## src/rtl/uart_tx_brk.sv

```systemverilog
module uart_tx_brk #(
  parameter int DATA_BITS  = 8,
  parameter int OVERSAMPLE = 16
) (
  input  logic                 clk,
  input  logic                 rst_n,
  input  logic                 baud_tick,
  input  logic [1:0]           parity_mode,
  input  logic                 wr_en,
  input  logic [DATA_BITS-1:0] wr_data,
  input  logic                 brk_start,
  input  logic                 brk_stop,
  output logic                 txd,
  output logic                 tx_ready,
  output logic                 tx_empty
);
  localparam int FW = DATA_BITS + 3;
  localparam int CW = $clog2(OVERSAMPLE);
  localparam int NW = $clog2(FW + 1);

  typedef enum logic [2:0] {S_IDLE, S_DATA, S_BRK, S_HOLD, S_GUARD} st_t;

  st_t                  st;
  logic                 hold_vld, brk_pend, stop_req;
  logic [DATA_BITS-1:0] hold_dat;
  logic [FW-1:0]        shreg;
  logic [CW-1:0]        tcnt;
  logic [NW-1:0]        nleft;

  wire par_on  = (parity_mode == 2'b01) || (parity_mode == 2'b10);
  wire par_bit = (^hold_dat) ^ (parity_mode == 2'b10);
  wire [FW-1:0] frame = par_on ? {1'b1, par_bit, hold_dat, 1'b0}
                               : {2'b11, hold_dat, 1'b0};
  wire [NW-1:0] flen = par_on ? NW'(FW) : NW'(FW - 1);

  wire brk_on   = (st == S_BRK) || (st == S_HOLD);
  assign tx_ready = !hold_vld && !brk_pend;
  assign tx_empty = tx_ready && (st == S_IDLE);
  assign txd      = (st == S_DATA) ? shreg[0] : !brk_on;

  wire start_ok = brk_start && tx_ready && !brk_on;
  wire stop_ok  = brk_stop && !brk_start && tx_ready && brk_on && !stop_req;
  wire wr_ok    = wr_en && tx_ready && !start_ok;
  wire bit_end  = baud_tick && (tcnt == CW'(OVERSAMPLE - 1));
  wire last_bit = (nleft == NW'(1));

  always_ff @(posedge clk or negedge rst_n) begin
    if (!rst_n) begin
      st       <= S_IDLE;
      hold_vld <= 1'b0;
      hold_dat <= '0;
      brk_pend <= 1'b0;
      stop_req <= 1'b0;
      shreg    <= '1;
      tcnt     <= '0;
      nleft    <= '0;
    end else begin
      if (wr_ok) begin
        hold_vld <= 1'b1;
        hold_dat <= wr_data;
      end
      if (start_ok) brk_pend <= 1'b1;
      if (stop_ok)  stop_req <= 1'b1;
      if (baud_tick) tcnt <= bit_end ? '0 : tcnt + 1'b1;

      case (st)
        S_IDLE: begin
          tcnt <= '0;
          if (brk_pend) begin
            st       <= S_BRK;
            brk_pend <= 1'b0;
            nleft    <= flen;
            shreg    <= '0;
          end else if (hold_vld) begin
            st       <= S_DATA;
            hold_vld <= 1'b0;
            nleft    <= flen;
            shreg    <= frame;
          end
        end
        S_DATA: if (bit_end) begin
          shreg <= {1'b1, shreg[FW-1:1]};
          nleft <= nleft - 1'b1;
          if (last_bit) st <= S_IDLE;
        end
        S_BRK: if (bit_end) begin
          nleft <= nleft - 1'b1;
          if (last_bit) begin
            if (stop_req) begin
              st       <= S_GUARD;
              stop_req <= 1'b0;
            end else begin
              st <= S_HOLD;
            end
          end
        end
        S_HOLD: begin
          tcnt <= '0;
          if (stop_req) begin
            st       <= S_GUARD;
            stop_req <= 1'b0;
          end
        end
        S_GUARD: if (bit_end) st <= S_IDLE;
        default: st <= S_IDLE;
      endcase
    end
  end
endmodule

```

## config.mk

```make
export PLATFORM = sky130hd
export DESIGN_NAME = uart_tx_brk
export DESIGN_NICKNAME = d
export VERILOG_FILES = /design/src/rtl/uart_tx_brk.sv
export SDC_FILE = /design/constraint.sdc
export NUM_CORES = 1
export LEC_CHECK = 0
export BUFFER_PORTS_ARGS = -buffer_cell sky130_fd_sc_hd__buf_2
export CAP_MARGIN = 30
export CORE_ASPECT_RATIO = 1.2
export CORE_MARGIN = 1
export CORE_UTILIZATION = 40
export CTS_BUF_LIST = sky130_fd_sc_hd__clkbuf_2 sky130_fd_sc_hd__clkbuf_4 sky130_fd_sc_hd__clkbuf_8
export CTS_CLUSTER_SIZE = 28
export DETAILED_ROUTE_END_ITERATION = 6
export GPL_TIMING_DRIVEN = 1
export PLACE_DENSITY = 0.67
export SYNTH_ARGS = -nofsm -noshare
export SYNTH_HDL_FRONTEND = slang
export SYNTH_SLANG_ARGS = --single-unit
```

## constraint.sdc

```tcl
create_clock -name clk -period 3.1 [get_ports clk]
set_input_delay 0.155 -clock clk [delete_from_list [all_inputs] [get_ports clk]]
set_output_delay 0.155 -clock clk [all_outputs]
set_load 0.05 [all_outputs]
```

==> flow_summary.ini, run 1 <==
[outcome]
status = finished, final reports clean

[layout]
nets = 214
fin_area_sq_um = 2000
finalNonFillerCells = 251
multi_input_area_sq_um = 857
drive_gt1_share_pct = 27.2
nFillCells = 423
area_growth_syn_to_layout_pct = 12.0
seq_area_sq_um = 840
diodes = 0

[route]
vias_per_cell = 5.20
drt_wl_total_mm = 3.41
first_iter_violations = 60
dr.pass1.iters = 4
postRouteAntennaNets = 0
wl_per_cell_um = 13.6
drc = 0
num_vias = 1306

[timing]
period_needed_ns = 1.99
fin_ws_ns = 1.11
finalHoldViolCount = 0
timing.final.crit_share_pct = 64.1
setup_viol = 0
tightestPinTransition_ns = 0.738
grt_setup_unrepaired = false
tns_ns = 0
fin_worst_skew_ns = 0.00408
slew_viol_final = 0
slew_headroom_pct = 50.8
fmax_ghz = 0.503

[die]
coreArea_sq_um = 4260
die_h_um = 75.1
num_rows = 26
io_pins = 19
start_util_pct = 41.8
dieArea_sq_um = 4730
die_w_um = 62.9

[global_routing]
overflow = 0
track_usage_pct = 16.6
grt_pass1_vias = 1369
grt_max_degree = 34
grt_antenna_before_repair = 0
grt_pass1_wl_mm = 5.95

[synthesis]
syn-cell-area_sq_um = 1780
async_flop_share_pct = 100
syn_area_per_cell_sq_um = 10.1
yosysTopAreaCellShare_pct = 30.9
ys_seq_area_share_pct = 47.1
synthTopCellsByArea = dfrtp_1 31%, dfstp_2 16%, mux2_2 5.1%, a21oi_1 3.9%, nor3b_1 3.8%
synth.top_cells.by_count = 22 x dfrtp_1, 15 x nor2_1, 14 x a21oi_1
synth_flop_cell = dfrtp_1
ys_warn_count = 0
synth_area_leader_cell = dfrtp_1
synth_edf_count = 0
synth-seq-cells = 33
synth.distinct_cells = 41
syn_nets = 196
synthCells = 176
synth_most_common_cell = dfrtp_1

[cts]
clk_latency_ns = 0.28
cts_buffers = 5
root_buffer = clkbuf_8
path_clk_slew_ns = 0.07
cts_resized = 0
tritoncts = built
ctsHtreeMaxLevel = 2
postCtsSetupBuffers = 0
cts_sinks = 33
clockBufferDepth = 2

[power_and_ir_drop]
ir_drop_v = 0.000425
powerDensity_nw_per_um2 = 691
power.leakage_nw = 0.867

[place]
placedCellCount = 242
place_congestion = 0.799
dpl-instance-area_sq_um = 1890
dpl.hpwl_mm = 2.46
pre_cts_slack_ns = 1.14
io_buffers = 18

[worst_setup_path]
cp_data_required_time_ns = 3.30
worst-r2r-setup-slack_ns = 1.11
critPathLaunchType = flip-flop
endpoint_kind = flip-flop
cp_max_fo = 20
crit_type = reg -> reg
critical_path_arrival_ns = 2.19

[hold_path]
hp-class = in -> reg

[job]
maxCapViolations = 0
==> worst paths after layout <==
path,end,depth (start not counted),start
min reg2reg,shreg[7],2,shreg[7]
min in group asynchronous,hold_dat[5],2,rst_n
max in group asynchronous,nleft[3],2,rst_n
max reg2reg,shreg[9],5,brk_pend
min,hold_dat[5],2,wr_data[5]
max,shreg[9],5,brk_pend
==> cells in the final DEF, fill, tap and decap left out, types with 2 or more instances in the layout <==
| cell type | synthesis | layout |
|---|---|---|
| a21oi_1 | 14 | 14 |
| a22oi_1 | 3 | 3 |
| buf_2 | 5 | 18 |
| clkbuf_4 | 0 | 3 |
| clkbuf_8 | 0 | 5 |
| dfrtp_1 | 22 | 22 |
| dfstp_2 | 11 | 11 |
| ha_1 | 4 | 4 |
| inv_1 | 7 | 7 |
| mux2_2 | 8 | 8 |
| mux2i_1 | 4 | 4 |
| nand2_1 | 12 | 12 |
| nand2b_1 | 2 | 2 |
| nand3_1 | 2 | 2 |
| nor2_1 | 15 | 15 |
| nor2b_1 | 2 | 2 |
| nor3_1 | 7 | 7 |
| nor3b_1 | 9 | 9 |
| o21ai_0 | 13 | 13 |
| o22a_1 | 2 | 2 |
| or3_1 | 3 | 3 |
| xnor2_1 | 7 | 7 |
| xor2_1 | 3 | 3 |
==> power breakdown <==
part	switching [mW]	total (mW)	internal (mW)
Sequential	0.109	0.662	0.553
Combinational	0.167	0.384	0.217
Clock	0.147	0.333	0.186
==> worst max-delay path, stage by stage (launching register included) <==
cell	delay (ns)
dfrtp_1	0.64
or2_1	0.30
mux2i_1	0.09
or3_1	0.56
a21oi_1	0.25
a21oi_2	0.07
==> cell type report <==
class,instances,share of cell area (%)
Sequential cell,33,42.1
Multi-Input combinational cell,126,42.9
Clock buffer,8,4.58
Tap cell,56,3.51
Inverter,8,1.50
Timing Repair Buffer,20,5.39
==> registers in the layout, summed over array words and instances (netlist names) <==
name      flops
shreg        11
brk_pend      1
tcnt          4
hold_dat      8
st            3
nleft         4
stop_req      1
hold_vld      1
==> cell families after synthesis <==
group                    synth area share (%)
buffers and inverters                    4.77
multiplexers                             7.30
flip-flops                               47.1
XOR/XNOR                                 6.18
adder cells (fa/ha/maj)                  2.81
AND/OR/NAND/NOR                          18.0
AO/OA/AOI/OAI                            13.8
==> per-stage QoR <==
stage          hold slack, ns  utilization (%)  power [mW]
2_1_floorplan          -0.141                -       0.970
3_3_place_gp            0.251             44.5        1.05
3_5_place_dp            0.256             44.5        1.05
4_1_cts                0.0984             46.8        1.40
5_1_grt                0.0941             46.8        1.48
6_report                0.103             46.8        1.38
==> layer usage <==
| metal | vias to the layer above | GRT usage (%) | share of wire, % |
|---|---|---|---|
| li1 | 653 | - | - |
| met2 | 24 | 28.8 | 48 |
| met3 | 9 | 4.55 | 3.2 |
| met4 | 0 | 7.24 | 2.6 |
| met5 | - | 0 | 0 |
| met1 | 620 | 19.4 | 46 |
==> what timing repair did <==
item | in CTS | in global routing
endpoints found under the setup margin | 0 | 0
endpoints found under the hold margin | 22 | 0
hold buffers | 1 | 0
Note: power is estimated with default switching activity, not from simulation.
==> run 2, diff against run 1 <==
Clock period 3.1 ns to 2.08 ns, I/O delays scaled along.
==> run 2 against run 1 <==
  * Routed wire length rose by 4.6%
  * Total power grew 50%
  * Cell area up 0.63%
  * Sequential power grew 47%
  * First-iteration DRC count is 43% higher
  * Core utilization increased by 0.29 points
  * Largest power group unchanged
  * Sequential share of layout area fell by 0.26 points
  * Clock-buffer cell count shrank 1
  * Clock power increased by 45%
==> flow_summary.ini, run 2 (synthesis results as in run 1) <==
[outcome]
status = finished, final reports clean

[timing]
slew_headroom_pct = 50.3
fmax_ghz = 0.514
setup_viol = 0
finalHoldViolCount = 0
tightestPinTransition_ns = 0.745
slew_viol_final = 0
period_needed_ns = 1.95
grt_setup_unrepaired = false
timing.final.crit_share_pct = 93.6
tns_ns = 0
fin_worst_skew_ns = 0.0106

[place]
placedCellCount = 244
dpl.hpwl_mm = 2.55
place_congestion = 0.831
io_buffers = 18

[route]
dr.pass1.iters = 5
drc = 0
num_vias = 1313
vias_per_cell = 5.19
wl_per_cell_um = 14.1
drt_wl_total_mm = 3.57
postRouteAntennaNets = 0
first_iter_violations = 86

[layout]
final_common_cell = dfrtp_1
area_growth_syn_to_layout_pct = 12.7
top_register = shreg
diodes = 0
multi_input_area_sq_um = 857
finalNonFillerCells = 253
largest_reg_flops = 11
layout_common_cells = 22 x dfrtp_1, 18 x buf_2, 15 x nor2_1
drive_gt1_share_pct = 27.9
reg_top3 = shreg: 11 flops, hold_dat: 8 flops
seq_area_sq_um = 840
nets = 216
nFillCells = 416
post-route-util_pct = 47.1

[die]
die_w_um = 62.9
num_rows = 26
dieArea_sq_um = 4730
die_h_um = 75.1
coreArea_sq_um = 4260
start_util_pct = 41.8
io_pins = 19

[worst_setup_path]
r2r_start = tcnt[0]
cp_max_fo = 20
endpoint_kind = flip-flop
critPathLaunchType = flip-flop
cp_data_required_time_ns = 2.29
critical_path_arrival_ns = 2.16
crit_path_start = tcnt[0]
crit_type = reg -> reg

[global_routing]
grt_max_degree = 34
grt_pass1_wl_mm = 6.31
grt_antenna_before_repair = 0
overflow = 0
grt_pass1_vias = 1367
track_usage_pct = 18.0

[power_and_ir_drop]
ir_drop_v = 0.000509
power.leakage_nw = 0.877
finalPower_mw = 2.07
powerDensity_nw_per_um2 = 1030

[hold_path]
worstHoldStart = wr_data[0]
hp-class = in -> reg

[cts]
root_buffer = clkbuf_8
tritoncts = built
cts_resized = 0
ctsHtreeMaxLevel = 2
cts_buffers = 5
clockBufferDepth = 2
cts_sinks = 33
path_clk_slew_ns = 0.07
clk_latency_ns = 0.29
postCtsSetupBuffers = 0

[job]
maxCapViolations = 0
[run 2: cell types whose count changed in the layout (fill, tap and decap cells not counted), sizes merged]
| cell | change |
|---|---|
| clkbuf | -1 |
| clkinv | +1 |
| buf | +2 |
[run 2: report_power, final]
part	internal, mW	leakage (nW)	total [mW]	switching, mW
clock	0.261	0.0491	0.483	0.223
combinational	0.332	0.438	0.610	0.278
sequential	0.825	0.391	0.972	0.147
[run 2: layer usage]
metal / wire (um) / track usage (%) / up-vias
met2: 1760 / 31.4 / 26
met1: 1600 / 21.1 / 628
met3: 143 / 5.30 / 6
met4: 63 / 6.98 / 0
met5: 0 / 0 / -
li1: - / - / 653
[run 2: what timing repair did]
action	4_1_cts	5_1_grt
hold endpoints to repair	22	0
hold buffers	1	0
endpoints found under the setup margin	0	0
[run 2: area by class of cell]
type | instances | area share [%]
clock buffers | 7 | 4.17
clock inverters | 1 | 0.249
inverters | 8 | 1.50
multi-input cells | 126 | 42.7
flip-flops and latches | 33 | 41.8
well taps | 56 | 3.49
repair buffers | 22 | 6.11
[run 2: metrics by stage]
step                area, sq um  hold slack, ns  setup slack [ns]
finish                     2010          0.0497             0.133
global placement           1910           0.201             0.201
CTS                        2010          0.0418             0.135
floorplan                  1780          -0.192             0.273
global route               2010          0.0405            0.0127
detailed placement         1910           0.206             0.147
[run 2: worst max-delay path: stages, from the launching register on]
cell and delay (ns):
dfrtp_1 0.41, ha_1 0.24, and4_4 0.26, mux2i_1 0.07
or3_1 0.57, a21oi_1 0.25, a21oi_2 0.07
[run 2: path summary, 6_finish.rpt]
path                       depth (start not counted)  slack (ns)          end
max in group asynchronous                          2        1.17     nleft[3]
min in group asynchronous                          2        0.43  hold_dat[3]
setup / recovery                                   6        0.13     shreg[9]
hold / removal                                     2        0.05  hold_dat[0]
setup reg to reg                                   6        0.13     shreg[9]
hold reg to reg                                    2        0.48     shreg[3]
